`src/rtl/xlate_pkg.sv`:
```
`timescale 1ns/1ps
package xlate_pkg;

   // Flag positions inside a translation entry.
   localparam int unsigned FLG_PRESENT = 0;
   localparam int unsigned FLG_WRITE   = 1;
   localparam int unsigned FLG_USER    = 2;
   localparam int unsigned FLG_ACCESS  = 5;
   localparam int unsigned FLG_DIRTY   = 6;
   localparam int unsigned FLG_LARGE   = 7;

   typedef enum logic [1:0] {
      CAUSE_NONE   = 2'd0,
      CAUSE_ABSENT = 2'd1,
      CAUSE_WPROT  = 2'd2,
      CAUSE_UPROT  = 2'd3
   } cause_e;

   typedef enum logic [2:0] {
      ST_IDLE,
      ST_DIR_RD,
      ST_LEAF_RD,
      ST_DIR_WB,
      ST_LEAF_WB,
      ST_DONE
   } walk_st_e;

endpackage

```
`src/rtl/xlate_perm_check.sv`:
```
`timescale 1ns/1ps
module xlate_perm_check
   import xlate_pkg::*;
(
   input  logic   ent_present,
   input  logic   ent_write,
   input  logic   ent_user,
   input  logic   is_write,
   input  logic   is_user,
   output logic   fault,
   output cause_e cause
);
   // Presence decides first; user protection outranks write protection.
   always_comb begin
      cause = CAUSE_NONE;
      if (!ent_present)
         cause = CAUSE_ABSENT;
      else if (is_user && !ent_user)
         cause = CAUSE_UPROT;
      else if (is_write && !ent_write)
         cause = CAUSE_WPROT;
      fault = (cause != CAUSE_NONE);
   end
endmodule

```
`src/rtl/xlate_flag_update.sv`:
```
`timescale 1ns/1ps
module xlate_flag_update
   import xlate_pkg::*;
#(
   parameter int unsigned ENT_W     = 32,
   parameter bit          UPDATE_EN = 1'b1
) (
   input  logic [ENT_W-1:0] ent,
   input  logic             set_dirty,
   output logic [ENT_W-1:0] ent_new,
   output logic             changed
);
   generate
      if (UPDATE_EN) begin : g_update
         always_comb begin
            ent_new             = ent;
            ent_new[FLG_ACCESS] = 1'b1;
            if (set_dirty)
               ent_new[FLG_DIRTY] = 1'b1;
            changed = (ent_new != ent);
         end
      end else begin : g_frozen
         logic unused_dirty;
         assign unused_dirty = set_dirty;
         assign ent_new      = ent;
         assign changed      = 1'b0;
      end
   endgenerate
endmodule

```
`src/rtl/xlate_addr_gen.sv`:
```
`timescale 1ns/1ps
module xlate_addr_gen #(
   parameter int unsigned ADDR_W   = 32,
   parameter int unsigned IDX_W    = 10,
   parameter int unsigned OFF_W    = 12,
   parameter bit          LARGE_EN = 1'b1
) (
   input  logic [ADDR_W-OFF_W-1:0] root_frame,
   input  logic [ADDR_W-OFF_W-1:0] ent_frame,
   input  logic                    ent_large,
   input  logic [ADDR_W-1:0]       va,
   output logic [ADDR_W-1:0]       dir_addr,
   output logic [ADDR_W-1:0]       leaf_addr,
   output logic [ADDR_W-1:0]       paddr_small,
   output logic [ADDR_W-1:0]       paddr_large,
   output logic                    is_large
);
   localparam int unsigned SHIFT   = $clog2(ADDR_W / 8);
   localparam int unsigned BIG_W   = OFF_W + IDX_W;
   localparam int unsigned L1_LSB  = BIG_W;
   localparam int unsigned L2_LSB  = OFF_W;

   logic [IDX_W-1:0] l1_idx;
   logic [IDX_W-1:0] l2_idx;

   assign l1_idx      = va[L1_LSB +: IDX_W];
   assign l2_idx      = va[L2_LSB +: IDX_W];
   assign dir_addr    = {root_frame, l1_idx, {SHIFT{1'b0}}};
   assign leaf_addr   = {ent_frame, l2_idx, {SHIFT{1'b0}}};
   assign paddr_small = {ent_frame, va[OFF_W-1:0]};

   generate
      if (LARGE_EN) begin : g_large
         assign is_large    = ent_large;
         assign paddr_large = {ent_frame[ADDR_W-OFF_W-1 -: ADDR_W-BIG_W], va[BIG_W-1:0]};
      end else begin : g_small_only
         logic unused_large;
         assign unused_large = ent_large;
         assign is_large     = 1'b0;
         assign paddr_large  = paddr_small;
      end
   endgenerate
endmodule

```
`src/rtl/xlate_walker.sv`:
```
`timescale 1ns/1ps
module xlate_walker
   import xlate_pkg::*;
#(
   parameter int unsigned ADDR_W    = 32,
   parameter int unsigned IDX_W     = 10,
   parameter int unsigned OFF_W     = 12,
   parameter bit          LARGE_EN  = 1'b1,
   parameter bit          UPDATE_EN = 1'b1
) (
   input  logic              clk,
   input  logic              rst_n,
   input  logic              root_we,
   input  logic [ADDR_W-1:0] root_wdata,
   input  logic              req_valid,
   output logic              req_ready,
   input  logic [ADDR_W-1:0] req_vaddr,
   input  logic              req_write,
   input  logic              req_user,
   output logic              rsp_valid,
   output logic              rsp_fault,
   output logic [1:0]        rsp_cause,
   output logic [ADDR_W-1:0] rsp_paddr,
   output logic              mem_req,
   output logic              mem_we,
   output logic [ADDR_W-1:0] mem_addr,
   output logic [ADDR_W-1:0] mem_wdata,
   input  logic              mem_ack,
   input  logic [ADDR_W-1:0] mem_rdata
);
   localparam int unsigned FRAME_W = ADDR_W - OFF_W;
   localparam int unsigned SHIFT   = $clog2(ADDR_W / 8);

   // Elaboration-time parameter checks.
   if (ADDR_W != 2 * IDX_W + OFF_W) begin : g_bad_split
      $error("xlate_walker: ADDR_W must equal two indices plus the offset");
   end
   if (IDX_W + SHIFT != OFF_W) begin : g_bad_table
      $error("xlate_walker: one table must fill exactly one page");
   end
   if (OFF_W <= FLG_LARGE + 1) begin : g_bad_flags
      $error("xlate_walker: offset too narrow for the entry flags");
   end

   walk_st_e          st_q;
   logic [FRAME_W-1:0] root_q;
   logic [ADDR_W-1:0] va_q;
   logic              wr_q;
   logic              usr_q;
   logic [ADDR_W-1:0] dir_addr_q;
   logic [ADDR_W-1:0] leaf_addr_q;
   logic [ADDR_W-1:0] dir_new_q;
   logic [ADDR_W-1:0] leaf_new_q;
   logic              dir_wb_q;
   logic              leaf_wb_q;
   logic [ADDR_W-1:0] paddr_q;
   logic              fault_q;
   cause_e            cause_q;

   logic [ADDR_W-1:0] va_sel;
   logic [ADDR_W-1:0] gen_dir_addr;
   logic [ADDR_W-1:0] gen_leaf_addr;
   logic [ADDR_W-1:0] gen_paddr_small;
   logic [ADDR_W-1:0] gen_paddr_large;
   logic              gen_is_large;
   logic              chk_fault;
   cause_e            chk_cause;
   logic [ADDR_W-1:0] upd_ent;
   logic              upd_chg;
   logic              upd_dirty;
   logic              take_ack;

   logic unused_root_low;
   assign unused_root_low = &{1'b0, root_wdata[OFF_W-1:0]};

   assign va_sel    = (st_q == ST_IDLE) ? req_vaddr : va_q;
   assign upd_dirty = wr_q && ((st_q == ST_LEAF_RD) || gen_is_large);
   assign take_ack  = mem_req && mem_ack;

   xlate_addr_gen #(
      .ADDR_W  (ADDR_W),
      .IDX_W   (IDX_W),
      .OFF_W   (OFF_W),
      .LARGE_EN(LARGE_EN)
   ) u_addr (
      .root_frame (root_q),
      .ent_frame  (mem_rdata[ADDR_W-1:OFF_W]),
      .ent_large  (mem_rdata[FLG_LARGE]),
      .va         (va_sel),
      .dir_addr   (gen_dir_addr),
      .leaf_addr  (gen_leaf_addr),
      .paddr_small(gen_paddr_small),
      .paddr_large(gen_paddr_large),
      .is_large   (gen_is_large)
   );

   xlate_perm_check u_perm (
      .ent_present(mem_rdata[FLG_PRESENT]),
      .ent_write  (mem_rdata[FLG_WRITE]),
      .ent_user   (mem_rdata[FLG_USER]),
      .is_write   (wr_q),
      .is_user    (usr_q),
      .fault      (chk_fault),
      .cause      (chk_cause)
   );

   xlate_flag_update #(
      .ENT_W    (ADDR_W),
      .UPDATE_EN(UPDATE_EN)
   ) u_upd (
      .ent      (mem_rdata),
      .set_dirty(upd_dirty),
      .ent_new  (upd_ent),
      .changed  (upd_chg)
   );

   // Root pointer register.
   always_ff @(posedge clk or negedge rst_n) begin
      if (!rst_n)
         root_q <= '0;
      else if (root_we)
         root_q <= root_wdata[ADDR_W-1:OFF_W];
   end

   // Walk sequencer.
   always_ff @(posedge clk or negedge rst_n) begin
      if (!rst_n) begin
         st_q        <= ST_IDLE;
         va_q        <= '0;
         wr_q        <= 1'b0;
         usr_q       <= 1'b0;
         dir_addr_q  <= '0;
         leaf_addr_q <= '0;
         dir_new_q   <= '0;
         leaf_new_q  <= '0;
         dir_wb_q    <= 1'b0;
         leaf_wb_q   <= 1'b0;
         paddr_q     <= '0;
         fault_q     <= 1'b0;
         cause_q     <= CAUSE_NONE;
      end else begin
         case (st_q)
            ST_IDLE: begin
               if (req_valid) begin
                  va_q       <= req_vaddr;
                  wr_q       <= req_write;
                  usr_q      <= req_user;
                  dir_addr_q <= gen_dir_addr;
                  dir_wb_q   <= 1'b0;
                  leaf_wb_q  <= 1'b0;
                  paddr_q    <= '0;
                  fault_q    <= 1'b0;
                  cause_q    <= CAUSE_NONE;
                  st_q       <= ST_DIR_RD;
               end
            end
            ST_DIR_RD: begin
               if (take_ack) begin
                  if (chk_fault) begin
                     fault_q <= 1'b1;
                     cause_q <= chk_cause;
                     st_q    <= ST_DONE;
                  end else begin
                     dir_new_q <= upd_ent;
                     dir_wb_q  <= upd_chg;
                     if (gen_is_large) begin
                        paddr_q <= gen_paddr_large;
                        st_q    <= upd_chg ? ST_DIR_WB : ST_DONE;
                     end else begin
                        leaf_addr_q <= gen_leaf_addr;
                        st_q        <= ST_LEAF_RD;
                     end
                  end
               end
            end
            ST_LEAF_RD: begin
               if (take_ack) begin
                  if (chk_fault) begin
                     fault_q  <= 1'b1;
                     cause_q  <= chk_cause;
                     dir_wb_q <= 1'b0;
                     st_q     <= ST_DONE;
                  end else begin
                     paddr_q    <= gen_paddr_small;
                     leaf_new_q <= upd_ent;
                     leaf_wb_q  <= upd_chg;
                     if (dir_wb_q)
                        st_q <= ST_DIR_WB;
                     else if (upd_chg)
                        st_q <= ST_LEAF_WB;
                     else
                        st_q <= ST_DONE;
                  end
               end
            end
            ST_DIR_WB: begin
               if (take_ack)
                  st_q <= leaf_wb_q ? ST_LEAF_WB : ST_DONE;
            end
            ST_LEAF_WB: begin
               if (take_ack)
                  st_q <= ST_DONE;
            end
            ST_DONE: st_q <= ST_IDLE;
            default: st_q <= ST_IDLE;
         endcase
      end
   end

   // Port drive.
   always_comb begin
      mem_req   = 1'b0;
      mem_we    = 1'b0;
      mem_addr  = '0;
      mem_wdata = '0;
      case (st_q)
         ST_DIR_RD: begin
            mem_req  = 1'b1;
            mem_addr = dir_addr_q;
         end
         ST_LEAF_RD: begin
            mem_req  = 1'b1;
            mem_addr = leaf_addr_q;
         end
         ST_DIR_WB: begin
            mem_req   = 1'b1;
            mem_we    = 1'b1;
            mem_addr  = dir_addr_q;
            mem_wdata = dir_new_q;
         end
         ST_LEAF_WB: begin
            mem_req   = 1'b1;
            mem_we    = 1'b1;
            mem_addr  = leaf_addr_q;
            mem_wdata = leaf_new_q;
         end
         default: ;
      endcase
   end

   assign req_ready = (st_q == ST_IDLE);
   assign rsp_valid = (st_q == ST_DONE);
   assign rsp_fault = fault_q;
   assign rsp_cause = cause_q;
   assign rsp_paddr = paddr_q;

endmodule

```
`config.mk`:
```
export PLATFORM = sky130hd
export DESIGN_NAME = xlate_walker
export DESIGN_NICKNAME = d
export VERILOG_FILES = /design/src/rtl/xlate_pkg.sv /design/src/rtl/xlate_perm_check.sv /design/src/rtl/xlate_flag_update.sv /design/src/rtl/xlate_addr_gen.sv /design/src/rtl/xlate_walker.sv
export SDC_FILE = /design/constraint.sdc
export NUM_CORES = 1
export LEC_CHECK = 0
export BUFFER_PORTS_ARGS = -buffer_cell sky130_fd_sc_hd__buf_2
export CAP_MARGIN = 20
export CORE_MARGIN = 4
export CORE_UTILIZATION = 34
export CTS_BUF_LIST = sky130_fd_sc_hd__clkbuf_4
export DETAILED_ROUTE_END_ITERATION = 16
export PLACE_DENSITY = 0.5
export SLEW_MARGIN = 10
export SYNTH_ARGS = -nofsm -noshare
export SYNTH_HDL_FRONTEND = slang
export SYNTH_SLANG_ARGS = --single-unit
```
`constraint.sdc`:
```
create_clock -name clk -period 4.3 [get_ports clk]
set_input_delay 0.215 -clock clk [delete_from_list [all_inputs] [get_ports clk]]
set_output_delay 0.215 -clock clk [all_outputs]
set_load 0.01 [all_outputs]
```
==> results of run 1 <==
## through the flow
stage	total power [mW]	utilization, %
after global placement	5.80	39.4
after floorplan	4.87	-
after detailed placement	5.84	39.4
after CTS	7.74	45.6
final	7.61	45.6
after global routing	8.19	45.6
## cell type report
cell class	instances	area (sq um)
Antenna cell	1	2.50
Clock buffer	89	668
Clock inverter	13	52.6
Fill cell	2600	14200
Inverter	5	18.8
Multi-Input combinational cell	497	3580
Sequential cell	208	5200
Tap cell	335	419
Timing Repair Buffer	293	1970
## per-layer routing
metal | wire length, um | up-vias | share of wire [%] | track usage, %
met4 | 541 | 0 | 2.1 | 5.68
met3 | 1630 | 40 | 6.2 | 4.85
met1 | 11800 | 3470 | 45 | 23.8
met2 | 12400 | 173 | 47 | 28.6
met5 | 0 | - | 0 | 0
li1 | - | 3325 | - | -
## what timing repair did
item | CTS | global route
gates resized for setup | 0 | 0
endpoints found under the hold margin | 275 | 0
hold buffers | 89 | 0
## worst max-delay path, cell delays in order (launching register included)
cell	delay, ps
dfrtp_1	840
nor2b_4	270
and2_2	690
a22o_1	330
buf_2	160
## kinds of logic (layout without fill, tap and decap cells)
logic type | count (synthesis) | count (layout) | share of synthesized area (%)
buffers and inverters | 64 | 400 | 3.46
other | 1 | 3 | 0.0413
muxes | 124 | 124 | 15.2
AOI/OAI and AO/OA | 140 | 140 | 12.3
and+or+nand+nor | 229 | 229 | 11.3
DFF | 208 | 208 | 57.4
adders and majority gates | 2 | 2 | 0.221
## registers in the layout, indices dropped and copies added (netlist names)
register / count
dir_new_q: 32
leaf_new_q: 32
rsp_paddr: 32
dir_addr_q: 30
leaf_addr_q: 30
va_q: 22
root_q: 20
st_q: 3
rsp_cause: 2
dir_wb_q: 1
leaf_wb_q: 1
rsp_fault: 1
usr_q: 1
wr_q: 1
## synth_stat cells (3+ instances only)
| cell | n | area, sq um |
|---|---|---|
| a21oi_1 | 5 | 25.0 |
| a22o_1 | 72 | 631 |
| a22oi_1 | 11 | 82.6 |
| and2_1 | 4 | 25.0 |
| buf_2 | 28 | 140 |
| buf_4 | 6 | 45.0 |
| clkbuf_1 | 22 | 82.6 |
| dfrtp_1 | 208 | 5200 |
| inv_1 | 5 | 18.8 |
| mux2_1 | 4 | 45.0 |
| mux2_2 | 105 | 1180 |
| mux2i_1 | 14 | 140 |
| nand2_1 | 166 | 623 |
| nand2b_1 | 9 | 56.3 |
| nand3_2 | 3 | 30.0 |
| nor2_1 | 25 | 93.8 |
| nor2b_1 | 5 | 31.3 |
| o21ai_0 | 22 | 110 |
| o2bb2ai_1 | 12 | 105 |
## report_power, final
group	switching (mW)	internal, mW
clock	0.835	0.933
combinational	1.47	1.22
sequential	0.454	2.71
total	2.76	4.85
## how the worst max path moves through the flow
| stage | endpoint | slack [ps] | depth (start not counted) |
|---|---|---|---|
| final | mem_wdata[14] | 1090 | 4 |
| after floorplan | rsp_paddr[15]$_DFFE_PN0P_ | 2480 | 6 |
| after detailed placement | rsp_paddr[16]$_DFFE_PN0P_ | 1470 | 4 |
| after global placement | rsp_paddr[19]$_DFFE_PN0P_ | 1500 | 4 |
| after global routing | mem_wdata[13] | 900 | 4 |
| after CTS | mem_wdata[13] | 1020 | 4 |
==> impl_metrics.env, run 1 <==
export IMPL_status="completed"
export IMPL_fp_dieArea_sq_um=29400
export IMPL_io_pins=206
export IMPL_grt_antenna_before_repair=1
export IMPL_fmaxAchievable_mhz=311
export IMPL_regToRegStartpoint="st_q[0]$_DFFE_PN0P_"
export IMPL_final_cell_area_sq_um=11900
export IMPL_r2r_slack_ps=1440
export IMPL_drtPass1Iterations=4
export IMPL_num_rows=59
export IMPL_r2r_end="rsp_paddr[15]$_DFFE_PN0P_"
export IMPL_p_leak_nw=6.01
export IMPL_drt_wl_total_mm=26.3
export IMPL_synth_edf_count=0
export IMPL_final_common_cell="dfrtp_1"
export IMPL_place_area_sq_um=10300
export IMPL_crit_type="flop to primary output"
export IMPL_finalNonFillerCells=1441
export IMPL_syn_to_final_growth_pct=31.3
export IMPL_hold_depth=3
export IMPL_yosysWarnings=0
export IMPL_drive_gt1_share_pct=38.1
export IMPL_async_reset_ff_share_pct=100
export IMPL_p_per_area_nw_per_um2=639
export IMPL_critPathArrivalTime_ps=3000
export IMPL_cts_root_buf="clkbuf_4"
export IMPL_grt_ovfl_total=0
export IMPL_tritoncts="done"
export IMPL_setup_slack_ps=1090
export IMPL_grt_max_degree=114
export IMPL_port_buffers=191
export IMPL_syn_instance_count=768
export IMPL_slew_headroom_pct=39.6
export IMPL_cp_max_fo=33
export IMPL_slew_violations=0
export IMPL_clock_latency_ps=690
export IMPL_dp_cells=1249
export IMPL_die_h_um=171
export IMPL_viasPerCell=4.86
export IMPL_gp_congestion=0.759
export IMPL_dp_hpwl_mm=16.4
export IMPL_setup_tns_ps=0
export IMPL_ys_seq_elements=208
export IMPL_endpoint_kind="primary output"
export IMPL_setup_viol=0
export IMPL_numClockSinks=208
export IMPL_worstHoldStart="mem_rdata[7]"
export IMPL_min_period_ps=3210
export IMPL_ys_flop_type="dfrtp_1"
export IMPL_routedWlPerCell_um=18.3
export IMPL_drt_initial_drc_count=264
export IMPL_h_tree_depth=2
export IMPL_first_global_vias=7464
export IMPL_cts_setup_buffers=0
export IMPL_nets=1165
export IMPL_crit_start="st_q[0]$_DFFE_PN0P_"
export IMPL_pre_cts_slack_ps=1470
export IMPL_min_to="leaf_addr_q[2]$_DFFE_PN0P_"
export IMPL_die_x_um=171
export IMPL_dr_total_vias=7008
export IMPL_core_sq_um=26100
export IMPL_cap_violations=0
export IMPL_min_period_over_period_pct=74.7
export IMPL_numCtsBuffers=57
export IMPL_seq_area_frac_synth_pct=57.4
export IMPL_yosysUniqueCellTypes=50
export IMPL_worst_setup_path_start_kind="flop"
export IMPL_rsz0062_at_grt="no"
export IMPL_ant_nets=0
export IMPL_clk_pin_slew_worst_paths_ps=70
export IMPL_hp_class="input pin to flop"
export IMPL_grt_pass1_wl_mm=41.6
export IMPL_hold_violations=0
export IMPL_hold_slack_ps=114
export IMPL_start_util_pct=34.7
export IMPL_final_cell_mix="208 x dfrtp_1, 190 x buf_2, 165 x nand2_1, 105 x mux2_2"
export IMPL_reg2reg_depth=4
export IMPL_clk_path_buf_depth=3
export IMPL_syn_cell_area_sq_um=9070
export IMPL_worst_pin_slew_ps=906
export IMPL_ir_drop_uv=248
export IMPL_synth_avg_cell_area_sq_um=11.8
export IMPL_cp_data_required_time_ps=4090
export IMPL_track_usage_pct=17.9
export IMPL_drc=0
export IMPL_clock_skew_ps=45.3
Note: power is estimated with default switching activity, not from simulation.
==> inputs of run 2 (changes only) <==
- ABC_AREA: unset -> 1
- clock period: 4.3 -> 3.1 ns (I/O delays scaled with it)
==> run 2 against run 1 <==
First-iteration DRC count up 110%. Global-route usage up 0.66 points. Clock-buffer cell count down 9. Combinational power up 60%. Power up 42%. Via count up 13%. Synthesized cell count up 33%. Register-to-register slack worse by 870 ps. Largest power group is now combinational cells.
==> impl_metrics.env, run 2 <==
export IMPL_grt_antenna_before_repair=1
export IMPL_numClockSinks=208
export IMPL_drtPass1Iterations=4
export IMPL_clock_latency_ps=660
export IMPL_grt_max_degree=85
export IMPL_grt_pass1_wl_mm=43.6
export IMPL_cp_data_required_time_ps=2940
export IMPL_cp_slowest_cell="nor2_4"
export IMPL_first_global_vias=8002
export IMPL_synth_top_cell_area_share_pct=57.0
export IMPL_slew_headroom_pct=53.8
export IMPL_p_per_area_nw_per_um2=884
export IMPL_slew_violations=0
export IMPL_synth_common_cells="316 x nand2_1, 208 x dfrtp_1, 175 x o21ai_0"
export IMPL_cts_root_buf="clkbuf_4"
export IMPL_critPathArrivalTime_ps=2540
export IMPL_total_power_mw=10.8
export IMPL_async_reset_ff_share_pct=100
export IMPL_syn_instance_count=1024
export IMPL_routedWlPerCell_um=15.7
export IMPL_yosysMostFrequentCell="nand2_1"
export IMPL_numCtsBuffers=58
export IMPL_ant_nets=0
export IMPL_yosysUniqueCellTypes=32
export IMPL_clock_skew_ps=37.5
export IMPL_setup_tns_ps=0
export IMPL_synth_area_leader_cell="dfrtp_1"
export IMPL_status="completed"
export IMPL_synth_edf_count=0
export IMPL_drt_wl_total_mm=26.9
export IMPL_nets=1453
export IMPL_hp_class="input pin to flop"
export IMPL_post_cts_resized=0
export IMPL_hold_violations=0
export IMPL_hold_slack_ps=46.0
export IMPL_setup_viol=0
export IMPL_synth_avg_cell_area_sq_um=8.91
export IMPL_seq_area_frac_synth_pct=57.0
export IMPL_fp_dieArea_sq_um=29500
export IMPL_yosysWarnings=0
export IMPL_viasPerCell=4.62
export IMPL_syn_cell_area_sq_um=9130
export IMPL_cap_violations=0
export IMPL_fmaxAchievable_mhz=371
export IMPL_ys_flop_type="dfrtp_1"
export IMPL_worst_setup_path_start_kind="flop"
export IMPL_worst_pin_slew_ps=693
export IMPL_die_x_um=172
export IMPL_core_sq_um=26200
export IMPL_ir_drop_uv=375
export IMPL_endpoint_kind="primary output"
export IMPL_rsz0062_at_grt="no"
export IMPL_p_leak_nw=6.27
export IMPL_final_common_cell="nand2_1"
export IMPL_num_rows=59
export IMPL_tritoncts="done"
export IMPL_start_util_pct=34.8
export IMPL_final_cell_mix="316 x nand2_1, 208 x dfrtp_1, 190 x buf_2, 175 x o21ai_0, 125 x dlygate4sd3_1"
export IMPL_cp_max_fo=21
export IMPL_syn_to_final_growth_pct=34.0
export IMPL_grt_ovfl_total=0
export IMPL_io_pins=206
export IMPL_drive_gt1_share_pct=24.5
export IMPL_track_usage_pct=18.6
export IMPL_clk_path_buf_depth=3
export IMPL_port_buffers=191
export IMPL_min_period_ps=2690
export IMPL_ys_top_cells_by_area="dfrtp_1 57%, nand2_1 13%, o21ai_0 9.6%"
export IMPL_max_stage_delay_ps=510
export IMPL_clk_pin_slew_worst_paths_ps=50
export IMPL_h_tree_depth=2
export IMPL_path_cells="inv_2, nand2_4, nor2_4, buf_4, a22o_1, buf_2"
export IMPL_min_period_over_period_pct=86.8
export IMPL_die_h_um=172
export IMPL_ys_seq_elements=208
export IMPL_crit_type="flop to primary output"
export IMPL_dr_total_vias=7944
export IMPL_drc=0
export IMPL_drt_initial_drc_count=554
export IMPL_dp_hpwl_mm=17.4
export IMPL_gp_congestion=0.772
run 2: cell count changes in the layout (fill, tap and decap cells not counted), moves of 9 or more:
| cell | before | now |
|---|---|---|
| o21ai_1 | 0 | 55 |
| a22o_1 | 72 | 30 |
| dlygate4sd3_1 | 89 | 125 |
| nand2_1 | 165 | 316 |
| nor2_1 | 25 | 4 |
| a22oi_1 | 11 | 0 |
| mux2_2 | 105 | 0 |
| inv_1 | 5 | 92 |
| mux2i_1 | 14 | 0 |
| o2bb2ai_1 | 12 | 0 |
| o21ai_2 | 0 | 29 |
| o21ai_0 | 22 | 175 |
| clkbuf_4 | 89 | 80 |
| nand2b_1 | 9 | 0 |
run 2: timing repair:
| item | 4_1_cts | 5_1_grt |
|---|---|---|
| buffers inserted | 0 | 0 |
| hold buffers | 125 | 0 |
| endpoints found under the hold margin | 276 | 0 |
run 2: worst max-delay path, delay by kind of cell, from the launching register on:
family | cells | cell delay [ps]
AND/OR/NAND/NOR | 2 | 680
AO/OA/AOI/OAI | 1 | 230
buffers and inverters | 3 | 590
flip-flops | 1 | 410
run 2: report_power, final:
group	switching [mW]	internal [mW]
clock	1.11	1.17
sequential	0.517	3.74
combinational	2.74	1.55
run 2: path summary, 6_finish.rpt:
kind                       cells past startpoint  slack [ps]                      start                    endpoint
max                                            6         410        st_q[2]$_DFFE_PN0P_               mem_wdata[20]
min                                            3          50                    root_we       root_q[6]$_DFFE_PN0P_
max reg2reg                                    7         570        st_q[0]$_DFFE_PN0P_        va_q[15]$_DFFE_PN0P_
min reg2reg                                    2         450  leaf_new_q[5]$_DFFE_PN0P_   leaf_new_q[5]$_DFFE_PN0P_
max in group asynchronous                      3        2180                      rst_n       root_q[1]$_DFFE_PN0P_
min in group asynchronous                      2         120                      rst_n  leaf_new_q[13]$_DFFE_PN0P_
run 2: cells by family (layout without fill, tap and decap cells):
| kind of cell | Yosys count | after routing | share of synthesized area [%] |
|---|---|---|---|
| AOI/OAI and AO/OA | 306 | 306 | 19.6 |
| buffers and inverters | 163 | 520 | 7.74 |
| DFF | 208 | 208 | 57.0 |
| other | 1 | 3 | 0.0411 |
| and+or+nand+nor | 346 | 346 | 15.6 |
run 2: metrics by stage:
| stage | utilization [%] | cell area, sq um | std cells | setup WS, ps |
|---|---|---|---|---|
| after detailed placement | 39.4 | 10300 | 1500 | 696 |
| after floorplan | - | 9130 | 1025 | 1390 |
| final | 46.7 | 12200 | 1718 | 408 |
| after CTS | 46.7 | 12200 | 1717 | 286 |
| after global routing | 46.7 | 12200 | 1718 | 195 |
| after global placement | 39.4 | 10300 | 1500 | 725 |
run 2: final cells by class:
cell class                      instances  area [sq um]
Clock buffer                           80           601
Fill cell                            2658         14000
Sequential cell                       208          5200
Clock inverter                         12          45.0
Inverter                               99           374
Multi-Input combinational cell        654          3240
Timing Repair Buffer                  329          2350
Antenna cell                            1          2.50
Tap cell                              335           419
run 2: per-layer routing:
| metal | vias up | track usage, % | routed length (um) |
|---|---|---|---|
| li1 | 3996 | - | - |
| met1 | 3712 | 27.6 | 13100 |
| met2 | 199 | 27.6 | 12000 |
| met3 | 37 | 3.77 | 1300 |
| met4 | 0 | 5.37 | 525 |
| met5 | - | 0 | 0 |
==> inputs of run 3 (changes only) <==
- SETUP_SLACK_MARGIN: unset -> 0.5
==> run 3 against run 2 <==
Fmax grew 8.2%. Cell count up 0.41%. Flip-flop and latch count did not move. Sequential share of layout area is 0.29 points lower. Non-clock buffer count up 5. First-iteration DRC count fell by 2.3%. Power rose by 1.3%. Highest routed layer unchanged. Global-route usage up 0.087 points. Utilization rose by 0.32 points. Die area stayed put. Clock-buffer cell count unchanged.
==> impl_metrics.env, run 3 (same netlist as run 2, synthesis figures left out) <==
export IMPL_r2r_end="va_q[15]$_DFFE_PN0P_"
export IMPL_finalNonFillerCells=1725
export IMPL_start_util_pct=34.8
export IMPL_numClockSinks=208
export IMPL_intPower_mw=6.50
export IMPL_cp_slowest_cell="dlygate4sd3_1"
export IMPL_final_core_util_pct=47.0
export IMPL_hold_depth=3
export IMPL_track_usage_pct=18.6
export IMPL_max_stage_delay_ps=570
export IMPL_final_common_cell="nand2_1"
export IMPL_setup_viol=0
export IMPL_fill_cells=2657
export IMPL_dp_hpwl_mm=17.4
export IMPL_slew_headroom_pct=54.2
export IMPL_cap_violations=0
export IMPL_first_global_vias=8013
export IMPL_pwr_share_clk_pct=20.9
export IMPL_final_cell_area_sq_um=12300
export IMPL_hold_violations=0
export IMPL_syn_to_final_growth_pct=34.9
export IMPL_path_cells="nor2_4, nand2_4, nor2_4, nand2_1, dlygate4sd3_1, o21ai_0, dlygate4sd3_1"
export IMPL_routedWlPerCell_um=15.9
export IMPL_worst_pin_slew_ps=687
export IMPL_seqPwrFrac_pct=38.8
export IMPL_cts_root_buf="clkbuf_4"
export IMPL_hold_slack_ps=40.7
export IMPL_clock_latency_ps=670
export IMPL_r2r_slack_ps=610
export IMPL_critPathArrivalTime_ps=3060
export IMPL_worstHoldStart="root_we"
export IMPL_die_x_um=172
export IMPL_setup_tns_ps=0
export IMPL_dp_cells=1500
export IMPL_die_h_um=172
export IMPL_fmaxAchievable_mhz=402
export IMPL_drt_wl_total_mm=27.5
export IMPL_status="completed"
export IMPL_ant_nets=0
export IMPL_viasPerCell=4.65
export IMPL_place_area_sq_um=10300
export IMPL_rsz0062_at_grt="yes"
export IMPL_sw_frac_of_total_pct=40.6
export IMPL_drt_initial_drc_count=541
export IMPL_tritoncts="done"
export IMPL_clk_path_buf_depth=3
export IMPL_fp_dieArea_sq_um=29500
export IMPL_h_tree_depth=2
export IMPL_cp_data_required_time_ps=3670
export IMPL_power_switching_mw=4.45
export IMPL_drive_gt1_share_pct=25.0
export IMPL_slew_violations=0
export IMPL_port_buffers=191
export IMPL_grt_pass1_wl_mm=43.7
export IMPL_critical_path_top_delay_family="buffers and inverters"
export IMPL_io_pins=206
export IMPL_p_comb_share_pct=40.3
export IMPL_nets=1460
export IMPL_clk_pin_slew_worst_paths_ps=70
export IMPL_hp_class="input pin to flop"
export IMPL_grt_ovfl_total=0
export IMPL_p_leak_nw=6.31
export IMPL_grt_max_degree=85
export IMPL_ir_drop_uv=376
export IMPL_regToRegStartpoint="st_q[0]$_DFFE_PN0P_"
export IMPL_dr_total_vias=8020
export IMPL_final_cell_mix="316 x nand2_1, 208 x dfrtp_1, 191 x buf_2, 175 x o21ai_0, 125 x dlygate4sd3_1"
export IMPL_min_period_over_period_pct=80.3
export IMPL_grt_antenna_before_repair=1
export IMPL_total_power_mw=11.0
export IMPL_gp_congestion=0.772
export IMPL_min_to="root_q[6]$_DFFE_PN0P_"
export IMPL_cp_max_fo=17
export IMPL_min_period_ps=2490
export IMPL_worst_setup_path_start_kind="flop"
export IMPL_core_sq_um=26200
export IMPL_drtPass1Iterations=5
export IMPL_endpoint_kind="flop"
export IMPL_p_per_area_nw_per_um2=890
export IMPL_crit_type="flop to flop"
export IMPL_cp_buffers_inverters=2
export IMPL_numCtsBuffers=58
export IMPL_pre_cts_slack_ps=696
export IMPL_drc=0
export IMPL_reg2reg_depth=7
export IMPL_clock_skew_ps=41.4
export IMPL_num_rows=59
export IMPL_setup_slack_ps=612
run 3: cell count changes in the layout (fill, tap and decap cells not counted):
cell	before	now
buf_2	190	191
buf_12	3	5
clkinv_1	13	12
nor2_2	1	2
clkinvlp_4	0	1
nand4_2	0	1
buf_4	10	12
run 3: per-layer routing:
layer / track usage (%) / share of wire (%)
met5: 0 / 0
met4: 5.37 / 1.9
met3: 3.77 / 4.7
met2: 27.7 / 45
met1: 27.7 / 49
run 3: final cells by class:
| cell class | count | area [sq um] | share of cell area (%) |
|---|---|---|---|
| Antenna cell | 1 | 2.50 | 0.0203 |
| Sequential cell | 208 | 5200 | 42.3 |
| Tap cell | 335 | 419 | 3.40 |
| Clock buffer | 80 | 601 | 4.88 |
| Inverter | 99 | 378 | 3.07 |
| Clock inverter | 12 | 45.0 | 0.366 |
| Multi-Input combinational cell | 656 | 3250 | 26.4 |
| Timing Repair Buffer | 334 | 2410 | 19.6 |
run 3: what timing repair did:
item                                    in CTS  in global routing
endpoints found under the hold margin      276                  0
resized for setup                            2                  6
cloned                                       1                  1
endpoints found under the setup margin      34                 46
setup buffers                                0                  5
pin swaps                                    1                  3
hold buffers                               125                  0
run 3: worst reg2reg max path: stages, from the launching register on:
cell and delay, ps:
dfrtp_1 440, nor2_4 240, nand2_4 200, nor2_4 250
nand2_1 90, dlygate4sd3_1 570, o21ai_0 70, dlygate4sd3_1 570
run 3: power groups by stage:
stage / combinational, mW / clock [mW] / sequential [mW]
after global placement: 4.12 / 0 / 4.27
after global routing: 5.02 / 2.54 / 4.38
final: 4.42 / 2.29 / 4.25
after CTS: 4.38 / 2.37 / 4.26
after floorplan: 2.84 / 0 / 4.23
after detailed placement: 4.16 / 0 / 4.30
run 3: how the worst max path moves through the flow:
| stage | depth (start not counted) | startpoint | slack [ps] | to |
|---|---|---|---|---|
| 5_1_grt | 7 | st_q[0]$_DFFE_PN0P_ | 490 | va_q[15]$_DFFE_PN0P_ |
| 3_3_place_gp | 10 | st_q[2]$_DFFE_PN0P_ | 720 | rsp_paddr[4]$_DFFE_PN0P_ |
| 6_report | 7 | st_q[0]$_DFFE_PN0P_ | 610 | va_q[15]$_DFFE_PN0P_ |
| 2_1_floorplan | 8 | st_q[0]$_DFFE_PN0P_ | 1390 | mem_addr[10] |
| 3_5_place_dp | 10 | st_q[2]$_DFFE_PN0P_ | 700 | rsp_paddr[22]$_DFFE_PN0P_ |
| 4_1_cts | 6 | st_q[2]$_DFFE_PN0P_ | 460 | mem_wdata[20] |
